$ cat src/rtl/lfm_pkg.sv
package lfm_pkg;

  // Frame format chosen at the start of each frame
  typedef struct packed {
    logic rateHi;
    logic transp;
    logic dInB1;
  } frameCfg_t;

  // Strobes from control to datapath
  typedef struct packed {
    logic bitStep;    // any bit strobe
    logic frameLoad;  // strobe that opens a frame
    logic frameLast;  // strobe of the last bit of a frame
  } ctlStrobe_t;

endpackage

$ cat src/rtl/lfm_ctrl.sv
module lfm_ctrl
  import lfm_pkg::*;
#(
  parameter int CH_W = 8
) (
  input  logic       clk,
  input  logic       rstN,
  input  logic       bitEn,
  input  frameCfg_t  cfgIn,
  output frameCfg_t  cfgCur,
  output ctlStrobe_t strb,
  output logic       syncBit
);

  localparam int FRAME_MAX = 4 + 2 * CH_W;
  localparam int POS_W     = $clog2(FRAME_MAX);

  logic [POS_W-1:0] pos;
  logic [POS_W-1:0] lastIdx;
  logic             atStart;

  assign atStart = (pos == '0);

  // Index of the final bit for the format in force
  always_comb begin
    unique case ({cfgCur.transp, cfgCur.rateHi})
      2'b00:   lastIdx = POS_W'(CH_W + 1);
      2'b01:   lastIdx = POS_W'(FRAME_MAX - 1);
      2'b10:   lastIdx = POS_W'(CH_W - 1);
      default: lastIdx = POS_W'(2 * CH_W - 1);
    endcase
  end

  assign strb.bitStep   = bitEn;
  assign strb.frameLoad = bitEn && atStart;
  assign strb.frameLast = bitEn && !atStart && (pos == lastIdx);

  always_ff @(posedge clk) begin
    if (!rstN) begin
      pos     <= '0;
      cfgCur  <= '0;
      syncBit <= 1'b1;
    end else if (bitEn) begin
      if (atStart) begin
        cfgCur <= cfgIn;
        pos    <= POS_W'(1);
        if (!cfgIn.transp) begin
          syncBit <= ~syncBit;
        end
      end else if (pos == lastIdx) begin
        pos <= '0;
      end else begin
        pos <= pos + POS_W'(1);
      end
    end
  end

endmodule

$ cat src/rtl/lfm_dpath.sv
module lfm_dpath
  import lfm_pkg::*;
#(
  parameter int CH_W = 8
) (
  input  logic            clk,
  input  logic            rstN,
  input  ctlStrobe_t      strb,
  input  frameCfg_t       cfgIn,
  input  frameCfg_t       cfgCur,
  input  logic            syncBit,
  input  logic [CH_W-1:0] b1In,
  input  logic [CH_W-1:0] b2In,
  input  logic [1:0]      dIn,
  input  logic            hkIn,
  input  logic            rxBit,
  output logic            txBit,
  output logic            rxValid,
  output logic [CH_W-1:0] b1Out,
  output logic [CH_W-1:0] b2Out,
  output logic [1:0]      dOut,
  output logic            hkOut
);

  localparam int FRAME_MAX = 4 + 2 * CH_W;
  localparam int PAD_LO    = FRAME_MAX - CH_W - 2;
  localparam int PAD_T1    = FRAME_MAX - CH_W;
  localparam int PAD_T2    = FRAME_MAX - 2 * CH_W;

  logic [FRAME_MAX-1:0] newWord;
  logic [FRAME_MAX-1:0] txShift;
  logic [FRAME_MAX-1:0] rxShift;
  logic [FRAME_MAX-1:0] rxFull;
  logic [1:0]           dSlot;

  // ---------------- transmit: frame word, first bit at the MSB
  assign dSlot = cfgIn.dInB1 ? 2'b11 : dIn;

  always_comb begin
    unique case ({cfgIn.transp, cfgIn.rateHi})
      2'b00:   newWord = {syncBit, dSlot[1], b1In, {PAD_LO{1'b0}}};
      2'b01:   newWord = {syncBit, hkIn, dSlot, b1In, b2In};
      2'b10:   newWord = {b1In, {PAD_T1{1'b0}}};
      default: newWord = {b1In, b2In, {PAD_T2{1'b0}}};
    endcase
  end

  always_ff @(posedge clk) begin
    if (!rstN) begin
      txBit   <= 1'b0;
      txShift <= '0;
    end else if (strb.frameLoad) begin
      txBit   <= newWord[FRAME_MAX-1];
      txShift <= {newWord[FRAME_MAX-2:0], 1'b0};
    end else if (strb.bitStep) begin
      txBit   <= txShift[FRAME_MAX-1];
      txShift <= {txShift[FRAME_MAX-2:0], 1'b0};
    end
  end

  // ---------------- receive: shift in, cut fields on the last bit
  assign rxFull = {rxShift[FRAME_MAX-2:0], rxBit};

  always_ff @(posedge clk) begin
    if (!rstN) begin
      rxShift <= '0;
    end else if (strb.bitStep) begin
      rxShift <= rxFull;
    end
  end

  always_ff @(posedge clk) begin
    if (!rstN) begin
      rxValid <= 1'b0;
      b1Out   <= '0;
      b2Out   <= '0;
      dOut    <= '0;
      hkOut   <= 1'b0;
    end else begin
      rxValid <= strb.frameLast;
      if (strb.frameLast) begin
        unique case ({cfgCur.transp, cfgCur.rateHi})
          2'b00: begin
            b1Out <= rxFull[CH_W-1:0];
            dOut  <= {rxFull[CH_W], 1'b0};
          end
          2'b01: begin
            hkOut <= rxFull[FRAME_MAX-2];
            dOut  <= rxFull[2*CH_W+1 -: 2];
            b1Out <= rxFull[2*CH_W-1 -: CH_W];
            b2Out <= rxFull[CH_W-1:0];
          end
          2'b10: begin
            b1Out <= rxFull[CH_W-1:0];
          end
          default: begin
            b1Out <= rxFull[2*CH_W-1 -: CH_W];
            b2Out <= rxFull[CH_W-1:0];
          end
        endcase
      end
    end
  end

endmodule

$ cat src/rtl/lineFrameMux.sv
module lineFrameMux
  import lfm_pkg::*;
#(
  parameter int CH_W = 8
) (
  input  logic            clk,
  input  logic            rstN,
  input  logic            bitEn,
  input  logic            rateHi,
  input  logic            transparent,
  input  logic            dInB1,
  input  logic [CH_W-1:0] b1In,
  input  logic [CH_W-1:0] b2In,
  input  logic [1:0]      dIn,
  input  logic            hkIn,
  output logic            txBit,
  input  logic            rxBit,
  output logic            rxValid,
  output logic [CH_W-1:0] b1Out,
  output logic [CH_W-1:0] b2Out,
  output logic [1:0]      dOut,
  output logic            hkOut
);

  frameCfg_t  cfgIn;
  frameCfg_t  cfgCur;
  ctlStrobe_t strb;
  logic       syncBit;

  assign cfgIn = '{rateHi: rateHi, transp: transparent, dInB1: dInB1};

  lfm_ctrl #(.CH_W(CH_W)) i_ctrl (
    .clk     (clk),
    .rstN    (rstN),
    .bitEn   (bitEn),
    .cfgIn   (cfgIn),
    .cfgCur  (cfgCur),
    .strb    (strb),
    .syncBit (syncBit)
  );

  lfm_dpath #(.CH_W(CH_W)) i_dpath (
    .clk     (clk),
    .rstN    (rstN),
    .strb    (strb),
    .cfgIn   (cfgIn),
    .cfgCur  (cfgCur),
    .syncBit (syncBit),
    .b1In    (b1In),
    .b2In    (b2In),
    .dIn     (dIn),
    .hkIn    (hkIn),
    .rxBit   (rxBit),
    .txBit   (txBit),
    .rxValid (rxValid),
    .b1Out   (b1Out),
    .b2Out   (b2Out),
    .dOut    (dOut),
    .hkOut   (hkOut)
  );

endmodule

$ cat config.mk
export PLATFORM = sky130hd
export DESIGN_NAME = lineFrameMux
export DESIGN_NICKNAME = d
export VERILOG_FILES = /design/src/rtl/lfm_pkg.sv /design/src/rtl/lfm_ctrl.sv /design/src/rtl/lfm_dpath.sv /design/src/rtl/lineFrameMux.sv
export SDC_FILE = /design/constraint.sdc
export NUM_CORES = 1
export LEC_CHECK = 0
export BUFFER_PORTS_ARGS = -buffer_cell sky130_fd_sc_hd__buf_2
export CAP_MARGIN = 0
export CORE_MARGIN = 1.5
export CORE_UTILIZATION = 59
export CTS_BUF_LIST = sky130_fd_sc_hd__clkbuf_2
export DETAILED_ROUTE_END_ITERATION = 6
export GPL_TIMING_DRIVEN = 0
export PLACE_DENSITY_LB_ADDON = 0.1
export RECOVER_POWER = 25
export SKIP_LAST_GASP = 1
export SLEW_MARGIN = 20
export SYNTH_ARGS = -nofsm -noshare
export SYNTH_HDL_FRONTEND = slang
export SYNTH_SLANG_ARGS = --single-unit
$ cat constraint.sdc
create_clock -name clk -period 2.3 [get_ports clk]
set_input_delay 0.23 -clock clk [delete_from_list [all_inputs] [get_ports clk]]
set_output_delay 0.23 -clock clk [all_outputs]
set_load 0.01 [all_outputs]
# == Word level (Yosys, flattened, before mapping) ==
# Index checks and enable logic that the tools add are counted.
# word_totals
regBits,66
latch_bits,0
mem_bits_rw,0
mem_bits_ro,0
input_bits,26
output_inout_bits,21
word_cells,47
n_memories,0
# op_classes
add_sub_neg,1
n_mul,0
div,0
order_cmp,0
eq_ne,5
n_shift,0
mux,11
bitwise_logic,3
n_reduce_logical,15
# ops
cell,count
$pmux 20 s3,1
$mux 20,2
$pmux 5 s3,1
$mux 5,2
$mux 8,1
$reduce_and 2->1,4
$add 5x1->5 const B,1
$eq 5x5->1,1
$logic_not 5->1,1
$eq 2x1->1 const B,2
$eq 2x2->1 const B,2
$logic_not 2->1,2
$pmux 2 s2,1
$reduce_bool 2->1,2
$logic_and 1x1->1,3
$not 1->1,3
$reduce_and 3->1,1
$mux 1,2
$mux 2,1
$reduce_or 2->1,1
$logic_not 1->1,1

# == Depth between registers and ports, before layout ==
# Gate-level depths: netlist of run 1.
# depth
depth_word,5
depth_mapped,8
mapped_depth_nobuf,6

# == Hierarchy ==
# Synthesis of run 1 repeated with hierarchy kept, for this count alone.
# unflattened
hier_cells,348
area_unflattened_um2,3340.7
# modules_own_cells
module,n_inst,cells_per_inst,area_per_inst_um2,seq_area_each_um2
lfm_dpath,1,276,2743.9,1161.1
lfm_ctrl,1,72,596.8,180.2

# == Least setup slack after synthesis of run 1 ==
# No wires, ideal clock.
# synth_path
path_type,reg2reg
start,reg i_ctrl.pos[0]
end,reg i_dpath.dOut[0]
setup_ns,0.117
arrival_ns,1.797
required_time_ns,2.183
slack_ns,0.386
stages_incl_launch_ff,9
path_buffers,2
period_less_slack_ns,1.914
path_cell_list,dfxtp_1 -> inv_1 -> ha_1 -> or4b_1 -> buf_4 -> and4_4 -> buf_6 -> and3_4 -> a32o_1
# synth_via
elab_chain_len,5
elab_cells_between_ends,6
classes_between,eq/ne: 1; reduce/logical: 5
# synth_lines
item,line_no,text
start: declaration,lfm_ctrl.sv:18,logic [POS_W-1:0] pos;
start signal: assignment,lfm_ctrl.sv:53,pos <= pos + POS_W'(1);
$logic_not 5->1,lfm_ctrl.sv:22,assign atStart = (pos == '0);
$logic_not 1->1,lfm_ctrl.sv:36,assign strb.frameLast = bitEn && !atStart && (pos == lastIdx);
$logic_and 1x1->1,lfm_ctrl.sv:36,
$logic_and 1x1->1 (*),lfm_ctrl.sv:36,
$reduce_and 2->1 (no source line) (*),-,
end signal: assignment,lfm_dpath.sv:85,"dOut <= {rxFull[CH_W], 1'b0};"
end signal: assignment,lfm_dpath.sv:89,dOut <= rxFull[2*CH_W+1 -: 2];
end: declaration,lfm_dpath.sv:21,"output logic [1:0] dOut,"
# Mark *: on every way between the ends. The rest lies on a longest branch, timed or not.
# A chain may end at the register's enable or synchronous reset.

# == Worst setup path after layout of run 1 ==
# layout_path
start,reg i_ctrl.cfgCur[2] (netlist name)
end,reg i_dpath.b1Out[6]
# layout_via
elab_chain_len,4
elab_cells_between_ends,8
classes_between,eq/ne: 3; mux: 2; reduce/logical: 3
# layout_lines
item,line_no,text
"$eq 2x2->1, or another cell as far along","lfm_ctrl.sv:26, lfm_dpath.sv:82",
$pmux 5 s3,lfm_ctrl.sv:26,"unique case ({cfgCur.transp, cfgCur.rateHi})"
$eq 5x5->1,lfm_ctrl.sv:36,
$logic_and 1x1->1,lfm_ctrl.sv:36,
end signal: assignment,lfm_dpath.sv:84,b1Out <= rxFull[CH_W-1:0];
end signal: assignment,lfm_dpath.sv:90,b1Out <= rxFull[2*CH_W-1 -: CH_W];
end signal: assignment,lfm_dpath.sv:94,b1Out <= rxFull[CH_W-1:0];
end: declaration,lfm_dpath.sv:19,"output logic [CH_W-1:0] b1Out,"
# Several ways; a longest one is shown, not always the timed one.

==> results of run 1 <==
[synthesized netlist by cell type, types with 2 or more instances]
master,count
and2_1,8
o21a_1,2
nor3_1,5
a211oi_1,9
and4_1,2
and3_1,3
o21ai_0,17
buf_2,3
o211ai_1,8
dfxtp_1,66
a31oi_1,4
inv_1,13
nor3b_1,2
a21oi_1,33
mux2_2,3
a211o_1,3
mux2i_1,39
nor2b_1,7
nand2b_1,4
nand2_1,25
ha_1,7
o311ai_0,3
nand3b_1,3
nand4_1,9
o221ai_1,7
clkbuf_1,24
nand3_1,9
nor2_1,25
xor2_1,3
o31ai_1,8
[state kept, by name (all words and copies together) (netlist names)]
register,count
i_ctrl.syncBit,1
i_dpath.rxShift,18
i_dpath.b1Out,8
i_dpath.hkOut,1
i_dpath.b2Out,8
i_dpath.txBit,1
i_dpath.dOut,2
i_ctrl.pos,5
i_dpath.rxValid,1
i_dpath.txShift,19
i_ctrl.cfgCur,2
[logic make-up (layout without fill, tap and decap cells)]
kind of cell             after synthesis  after routing  synth area share (%)
multiplexers                          42             42                 13.12
flip-flops                            66             66                 40.87
adder cells (fa/ha/maj)                7              7                 2.709
buffers and inverters                 43            107                 5.457
AND/OR/NAND/NOR                      108            108                 17.38
XOR/XNOR                               4              4                 1.084
AO/OA/AOI/OAI                         98             98                 19.39
[power by group]
| part | leakage (nW) | switching [W] | internal, W |
|---|---|---|---|
| combinational | 0.818 | 0.000204 | 0.000125 |
| sequential | 0.535 | 0.0000208 | 0.00117 |
| clock | 0.0771 | 0.000384 | 0.000357 |
| total | 1.43 | 0.000608 | 0.00166 |
[per-stage QoR]
| step | power (W) | utilization [%] | setup TNS [ps] |
|---|---|---|---|
| floorplan | 0.001436 | - | 0 |
| global placement | 0.001529 | 68.13 | 0 |
| detailed placement | 0.001535 | 68.13 | 0 |
| CTS | 0.002274 | 71.37 | 0 |
| global route | 0.002368 | 71.03 | -19.16 |
| finish | 0.002265 | 71.03 | 0 |
[worst paths after layout]
kind | start | slack (ps) | to
setup / recovery | i_ctrl.cfgCur[2] | 150 | i_dpath.b1Out[6]
hold / removal | rxBit | 30 | i_dpath.b2Out[0]
setup reg to reg | i_ctrl.cfgCur[2] | 150 | i_dpath.b1Out[6]
hold reg to reg | i_dpath.txShift[17] | 480 | i_dpath.txShift[17]
[layout make-up]
class / instances / area [um2]
fillers: 436 / 1508
clock buffers: 11 / 55.05
flip-flops and latches: 66 / 1321
inverters: 13 / 48.80
clock inverters: 4 / 67.56
repair buffers: 49 / 239.0
well taps: 70 / 87.58
plain buffers: 30 / 131.4
multi-input cells: 259 / 1747
[critical path: stages, from the launching register on]
cell	delay (ps)
dfxtp_1	420
inv_1	100
ha_1	250
nor3_1	260
o211ai_1	250
nor2_1	560
a211oi_1	170
[per-layer routing]
layer,wire [um],part of all wire [%]
met2,3793,48
met3,383,4.9
met5,0,0
met4,127,1.6
met1,3536,45
[timing repair]
item / 4_1_cts / 5_1_grt
hold endpoints to repair: 4 / 0
gates resized for setup: 1 / 7
pin swaps: 0 / 0
hold buffers: 4 / 0
endpoints found under the setup margin: 1 / 12
[placed cells by master (no fill, tap or decap), drive strengths merged, types with 4 or more instances in the layout]
cell	synthesis	final
nand4	9	9
a211oi	9	9
o221ai	7	7
clkbuf	24	56
dfxtp	66	66
nand2b	4	4
and2	8	8
dlygate4sd3	0	4
nor2	26	26
o31ai	8	8
nor3	5	5
a31oi	4	4
o21ai	17	17
nand2	25	25
nand3	9	9
nor2b	7	7
o211ai	8	8
and3	4	4
buf	6	30
inv	13	13
mux2i	39	39
a21oi	33	33
ha	7	7
==> results.toml, run 1 <==
[synth]
synth.top_cell.area_share_pct = 40.87
ys.flop_type = "dfxtp_1"
yosysUniqueCellTypes = 44
synth_warnings = 0
syn_area_per_cell_um2 = 8.786
synth_area_leaders = "dfxtp_1 (41%), mux2i_1 (12%), a21oi_1 (5.1%)"
synth_edf_count = 0
ys_async_sr_fraction_pct = 0
synth-seq-cells = 66
synth_largest_area_cell = "dfxtp_1"
synthesis.area_um2 = 3233
yosysSeqAreaShare_pct = 40.87
netlist_instances = 368
syn_nets = 401

[sta]
final-hold-violation-count = 0
tightest_slew_ps = 605.4
final.setup.worst_slack_ps = 146.5
clock.fmax_mhz = 464.4
slew_violations = 0
rsz0062_at_grt = "true"
post-route-period-util_pct = 93.63
setup_viol = 0
slew_headroom_pct = 59.49
fin_skew_ps = 16.46
fin_crit_ps = 2153
hold_slack_ps = 31.85

[setup_path]
reg2regPathDepth = 6
arrival_ps = 2520
start_kind = "flop"
crit_path_end_kind = "flop"
path_max_fanout = 8
worst-setup-path-type = "flop to flop"
cp.required_ps = 2660

[global_routing]
grt_overflow = 0
grt_max_degree = 11
use_met2_pct = 46.64
gr-max-usage-layer = "met2"
grt_pass1_wl_um = 12990
antenna_found_initial = 0
met3_usage_pct = 4.643
track_usage_pct = 27.71
use_met1_pct = 34.38
grt_pass1_vias = 2755

[min_path]
hold_path_depth = 3
min_path_type = "input port to flop"

[cts]
cts_buffers = 9
clkSlewWorstSetupHoldPaths_ps = 160
clk_latency_ps = 500
tritoncts = "yes"
htree_levels = 3
cts_setup_buffers = 0
cts_buffer_depth = 2
clock_sinks = 66
ctsRootBufferMaster = "clkbuf_2"

[die]
die_w_um = 77.03
num_rows = 26
fp.coreArea_um2 = 5205
die_h_um = 77.03
dieArea_um2 = 5933
boundaryPins = 47
initial_core_util_pct = 62.12

[detailed_routing]
wl_per_cell_um = 15.62
drt_iter0_markers = 170
drc_errors = 0
num_vias = 2919
drt_first_pass_iters = 5
wirelength_um = 7840
ant_nets = 0
viasPerCell = 5.815

[final_layout]
drive_gt1_share_pct = 12.04
layout.cells.non_filler = 502
finalInstanceArea_um2 = 3697
syn2layout_area_growth_pct = 14.36
num_antenna_cells = 0
final_net_count = 461

[power]
power_leakage_nw = 1.430
vdd_drop_max_mv = 0.4659
p_per_area_nw_per_um2 = 612.7

[run]
drv_cap = 0

[placement]
placed_cells = 483
place_area_um2 = 3546
dp_hpwl_um = 5594
io_buffers = 45
dpl_worst_slack_ps = 16.47
gp_congestion = 0.8974

[run_status]
status = "complete, no violations"
Power figures use the tool's default switching activity.
==> inputs of run 2 (changes only) <==
--- a/config.mk
+++ b/config.mk
@@ -7,6 +7,7 @@
 export LEC_CHECK = 0
 export BUFFER_PORTS_ARGS = -buffer_cell sky130_fd_sc_hd__buf_2
 export CAP_MARGIN = 0
+export CORE_ASPECT_RATIO = 1.2
 export CORE_MARGIN = 1.5
 export CORE_UTILIZATION = 59
 export CTS_BUF_LIST = sky130_fd_sc_hd__clkbuf_2
==> run 2 against run 1 <==
Global-route usage is 0.11 points lower. Largest cell class unchanged. Critical path type unchanged. Final cell count is 1.2% lower. First-iteration DRC count is 21% lower. Sequential cell count stayed put. Final area is 1.3% lower. Power is 9.0% lower. Via count is 1.8% higher. Critical path depth is 2 higher.
==> results.toml, run 2 (synthesis gave the netlist of run 1 again) <==
[run_status]
status = "complete, no violations"

[die]
initial_core_util_pct = 61.03
fp.coreArea_um2 = 5298
die_h_um = 84.09
dieArea_um2 = 5935
die_w_um = 70.58
num_rows = 29
boundaryPins = 47

[setup_path]
crit_family = "buffers and inverters"
crit_path_end_kind = "flop"
critPathMaxStageDelay_ps = 420
crit_chain = "inv_1, ha_1, nor3_1, o211a_1, buf_2, clkbuf_1, a21oi_1, a211oi_1"
cp.required_ps = 2740
ff2ff_setup_slack_ps = 130
arrival_ps = 2610
r2r_end = "i_dpath.b1Out[7]"
cp_slowest_cell = "dfxtp_1"
worst-setup-path-type = "flop to flop"
path_max_fanout = 10
start_kind = "flop"
reg2regPathDepth = 8
path_buf_inv = 3
reg2reg_from = "i_ctrl.cfgCur[2]"

[detailed_routing]
drt_iter0_markers = 135
ant_nets = 0
drc_errors = 0
drt_first_pass_iters = 5
wl_per_cell_um = 16.19
num_vias = 2971
wirelength_um = 8028
viasPerCell = 5.990

[cts]
clk_latency_ps = 530
htree_levels = 3
clock_sinks = 66
cts_buffers = 9
tritoncts = "yes"
ctsRootBufferMaster = "clkbuf_2"
clkSlewWorstSetupHoldPaths_ps = 160
cts_buffer_depth = 2

[placement]
place_area_um2 = 3536
gp_congestion = 0.8259
io_buffers = 45
dpl_worst_slack_ps = 75.69
dp_hpwl_um = 5728

[sta]
rsz0062_at_grt = "false"
fin_tns_setup_ps = 0
tightest_slew_ps = 623.6
fin_crit_ps = 2174
slew_violations = 0
post-route-period-util_pct = 94.54
slew_headroom_pct = 58.43
clock.fmax_mhz = 459.9
final.setup.worst_slack_ps = 125.5
fin_skew_ps = 24.70
hold_slack_ps = 59.72
final-hold-violation-count = 0
setup_viol = 0

[min_path]
worstHoldEndpoint = "i_dpath.txShift[12]"
min_path_type = "input port to flop"
worstHoldStart = "rstN"
hold_path_depth = 3

[power]
p_per_area_nw_per_um2 = 565.0
power_leakage_nw = 1.409
vdd_drop_max_mv = 0.4077

[final_layout]
largest_reg_flops = 19
layout_common_cells = "dfxtp_1 (66), clkbuf_1 (44), mux2i_1 (39), a21oi_1 (33), buf_2 (27)"
reg.largest.list = "i_dpath.txShift: 19 flops, i_dpath.rxShift: 18 flops"
drive_gt1_share_pct = 11.52
fillCellCount = 442
regMostFlops = "i_dpath.txShift"
finalInstanceArea_um2 = 3649
final_net_count = 462
layout_commonest_cell = "dfxtp_1"
num_antenna_cells = 0
syn2layout_area_growth_pct = 12.85

[global_routing]
grt_max_degree = 11
antenna_found_initial = 0
grt_overflow = 0
grt_pass1_vias = 2797
track_usage_pct = 27.60
grt_pass1_wl_um = 12840

[run]
drv_cap = 0
run 2: cell types whose count changed in the layout (fill, tap and decap cells not counted), sizes merged:
cell / before / now
bufinv: 2 / 0
clkinv: 2 / 5
dlygate4sd3: 4 / 5
run 2: how the worst max path moves through the flow:
stage / from / endpoint / slack [ps] / cells past startpoint
finish: i_ctrl.cfgCur[2] / i_dpath.b1Out[7] / 130 / 8
global route: i_ctrl.cfgCur[2] / i_ctrl.pos[1] / 7 / 7
CTS: i_ctrl.pos[0] / i_dpath.txShift[19] / 30 / 7
detailed placement: i_ctrl.pos[0] / i_dpath.txShift[19] / 80 / 7
global placement: i_ctrl.pos[0] / i_dpath.txShift[19] / 70 / 7
floorplan: i_ctrl.pos[0] / i_dpath.dOut[0] / 390 / 8
run 2: where the power goes:
part           internal [W]  total (W)  switching (W)  leakage [nW]
Sequential          0.00117    0.00120      0.0000210         0.535
Combinational      0.000126   0.000331       0.000205         0.816
Clock              0.000137   0.000534       0.000397        0.0582
run 2: worst register-to-register path, delay by kind of cell (launching register included):
kind | cells | cell delay [ps]
fa+ha+maj | 1 | 250
buf+inv | 3 | 660
flops | 1 | 420
compound gates | 3 | 510
simple gates | 1 | 260
run 2: metal layers:
metal	vias up	track usage [%]	wire length [um]
li1	1458	-	-
met1	1410	31.05	3326
met2	78	48.80	4117
met3	25	5.072	345
met4	0	14.58	238
met5	-	0	0
run 2: timing repair:
action,in CTS,in global routing
hold buffers,5,0
buffers inserted,0,0
endpoints found under the setup margin,0,13
hold endpoints to repair,5,0
resized for setup,0,4
run 2: cell type report:
type                       count  area [um2]  area share (%)
timing repair buffer          50       249.0           6.824
buffer                        30       128.9           3.532
inverter                      13       48.80           1.337
clock inverter                 5       21.27          0.5830
sequential                    66        1321           36.21
multi-input combinational    259        1747           47.87
tap                           62       77.57           2.126
clock buffer                  11       55.05           1.509
run 2: stage by stage:
step | utilization (%) | power (W) | instances
floorplan | - | 0.001436 | 368
CTS | 69.13 | 0.002056 | 496
finish | 68.87 | 0.002061 | 496
detailed placement | 66.75 | 0.001536 | 475
global route | 68.87 | 0.002153 | 496
global placement | 66.75 | 0.001532 | 475
==> inputs of run 3 (changes only) <==
--- a/config.mk
+++ b/config.mk
@@ -5,11 +5,12 @@
 export SDC_FILE = /design/constraint.sdc
 export NUM_CORES = 1
 export LEC_CHECK = 0
+export ABC_AREA = 1
 export BUFFER_PORTS_ARGS = -buffer_cell sky130_fd_sc_hd__buf_2
 export CAP_MARGIN = 0
 export CORE_ASPECT_RATIO = 1.2
 export CORE_MARGIN = 1.5
-export CORE_UTILIZATION = 59
+export CORE_UTILIZATION = 53
 export CTS_BUF_LIST = sky130_fd_sc_hd__clkbuf_2
 export DETAILED_ROUTE_END_ITERATION = 6
 export GPL_TIMING_DRIVEN = 0
==> constraint.sdc (replaced) <==
create_clock -name clk -period 1.9 [get_ports clk]
set_input_delay 0.19 -clock clk [delete_from_list [all_inputs] [get_ports clk]]
set_output_delay 0.19 -clock clk [all_outputs]
set_load 0.01 [all_outputs]
==> run 3 against run 2 <==
Routed wire length is 4.2% lower. Via count increased by 6.1%. Sequential share of layout area fell by 0.64 points. Largest power group unchanged. Sequential cell count is the same. Power is 38% higher. Die area grew 8.1%. Count of clock-buffer cells in the layout shrank 2. Area after synthesis down 2.6%. Synthesized cell count increased by 26%.
==> results.toml, run 3 <==
[run_status]
status = "complete, no violations"

[cts]
tritoncts = "yes"
cts_buffers = 9
clock_sinks = 66
clkSlewWorstSetupHoldPaths_ps = 210
htree_levels = 3
cts_buffer_depth = 2
ctsRootBufferMaster = "clkbuf_2"
clk_latency_ps = 520

[placement]
io_buffers = 44
dpl_worst_slack_ps = -67.07
gp_congestion = 0.8642
dp_hpwl_um = 5528

[global_routing]
antenna_found_initial = 0
grt_pass1_vias = 2892
grt_pass1_wl_um = 12650
grt_overflow = 0
track_usage_pct = 25.53
grt_max_degree = 13

[sta]
final.setup.worst_slack_ps = 70.56
tightest_slew_ps = 524.4
slew_violations = 0
clock.fmax_mhz = 546.6
fin_crit_ps = 1829
fin_skew_ps = 27.62
post-route-period-util_pct = 96.29
slew_headroom_pct = 65.04
final-hold-violation-count = 0
fin_tns_setup_ps = 0
setup_viol = 0

[setup_path]
ff2ff_setup_slack_ps = 70
crit_path_end_kind = "flop"
cp_slowest_cell = "dfxtp_2"
start_kind = "flop"
worst-setup-path-type = "flop to flop"
path_max_fanout = 10
cpMostUsedCell = "nor2_1"
critPathMaxStageDelay_ps = 360
arrival_ps = 2280
cp.required_ps = 2350
crit_chain = "inv_1, ha_1, nor2_1, nand2_1, nand2_1, nand2_2, nor2_8, nand3_4, buf_6, nor2_1, nor2_1"

[final_layout]
largest_reg_flops = 19
layout_commonest_cell = "nand2_1"
final_net_count = 559
syn2layout_area_growth_pct = 18.32
reg.largest.list = "i_dpath.txShift: 19 flops, i_dpath.rxShift: 18 flops"
fillCellCount = 530
seq_area_um2 = 1325
regMostFlops = "i_dpath.txShift"
multi_input_area_um2 = 1563
num_antenna_cells = 0
drive_gt1_share_pct = 16.01
layout_common_cells = "nand2_1 (121), dfxtp_1 (63), nor2_1 (54), inv_1 (49), buf_2 (44)"

[die]
die_h_um = 87.43
boundaryPins = 47
dieArea_um2 = 6413
die_w_um = 73.36
num_rows = 30
initial_core_util_pct = 55.18
fp.coreArea_um2 = 5705

[synth]
ys.flop_type = "dfxtp_1"
synth_area_leaders = "dfxtp_1 (42%), nand2_1 (14%), o21ai_0 (6.8%)"
yosysMostFrequentCell = "nand2_1"
synth_warnings = 0
synth.top_cell.area_share_pct = 41.97
syn_area_per_cell_um2 = 6.799
synth_largest_area_cell = "dfxtp_1"
synth_edf_count = 0
netlist_instances = 463
synth-seq-cells = 66
yosysUniqueCellTypes = 27
synth.cells.most_frequent = "nand2_1 (121), dfxtp_1 (66), nor2_1 (55), inv_1 (50), o21ai_0 (43)"
syn_nets = 496
ys_async_sr_fraction_pct = 0
synthesis.area_um2 = 3148
yosysSeqAreaShare_pct = 41.97

[detailed_routing]
drt_iter0_markers = 154
drc_errors = 0
wl_per_cell_um = 12.59
wirelength_um = 7690
drt_first_pass_iters = 4
ant_nets = 0
num_vias = 3151
viasPerCell = 5.157

[min_path]
min_path_type = "input port to flop"

[power]
vdd_drop_max_mv = 0.3694
p_per_area_nw_per_um2 = 764.7
power_leakage_nw = 1.734
finalPower_w = 0.002848

[run]
drv_cap = 0
## run 3: per-layer routing
metal / up-vias / wire length [um] / GRT usage, %
li1: 1612 / - / -
met1: 1419 / 3252 / 28.92
met2: 97 / 3841 / 44.71
met3: 23 / 348 / 4.167
met4: 0 / 247 / 14.65
met5: - / 0 / 0
## run 3: cell type report
class	count	area share, %
plain buffers	23	2.855
clock buffers	9	1.209
clock inverters	7	2.486
inverters	56	5.710
multi-input cells	319	41.96
flip-flops and latches	66	35.57
well taps	80	2.687
repair buffers	51	7.524
## run 3: path summary, 6_finish.rpt
kind                    startpoint                 end  cells past startpoint
setup / recovery  i_ctrl.cfgCur[2]    i_dpath.b2Out[7]                     11
hold / removal             b2In[7]  i_dpath.txShift[8]                      5
setup reg to reg  i_ctrl.cfgCur[2]    i_dpath.b2Out[7]                     11
hold reg to reg   i_dpath.b1Out[4]    i_dpath.b1Out[4]                      2
## run 3: per-stage QoR
step	instances	hold slack [ps]	utilization, %	area (um2)
after floorplan	463	324.9	-	3148
after global placement	587	441.0	60.79	3468
after detailed placement	587	443.6	60.79	3468
after CTS	608	59.69	64.14	3660
after global routing	611	90.63	65.29	3725
final	611	80.53	65.29	3725
## run 3: repair_timing
action / in CTS / in global routing
setup endpoints to repair: 16 / 36
resized for setup: 2 / 11
hold buffers: 5 / 0
pin swaps: 0 / 3
hold endpoints to repair: 6 / 0
cloned: 0 / 1
setup buffers: 0 / 2
## run 3: logic make-up (layout without fill, tap and decap cells)
family / after synthesis / count (layout) / synth area share (%)
buffers and inverters: 79 / 146 / 9.897
and+or+nand+nor: 216 / 217 / 29.13
AOI/OAI and AO/OA: 95 / 95 / 16.22
DFF: 66 / 66 / 41.97
adders and majority gates: 7 / 7 / 2.782
## run 3: where the power goes
part | total, W | switching [W] | internal [W]
registers | 0.00148 | 0.0000365 | 0.00144
clock network | 0.000966 | 0.000534 | 0.000432
logic | 0.000404 | 0.000262 | 0.000142
## run 3: worst max-delay path, delay by kind of cell, from the launching register on
family / cells / cell delay (ps)
flops: 1 / 360
buf+inv: 2 / 260
fa+ha+maj: 1 / 260
simple gates: 8 / 910
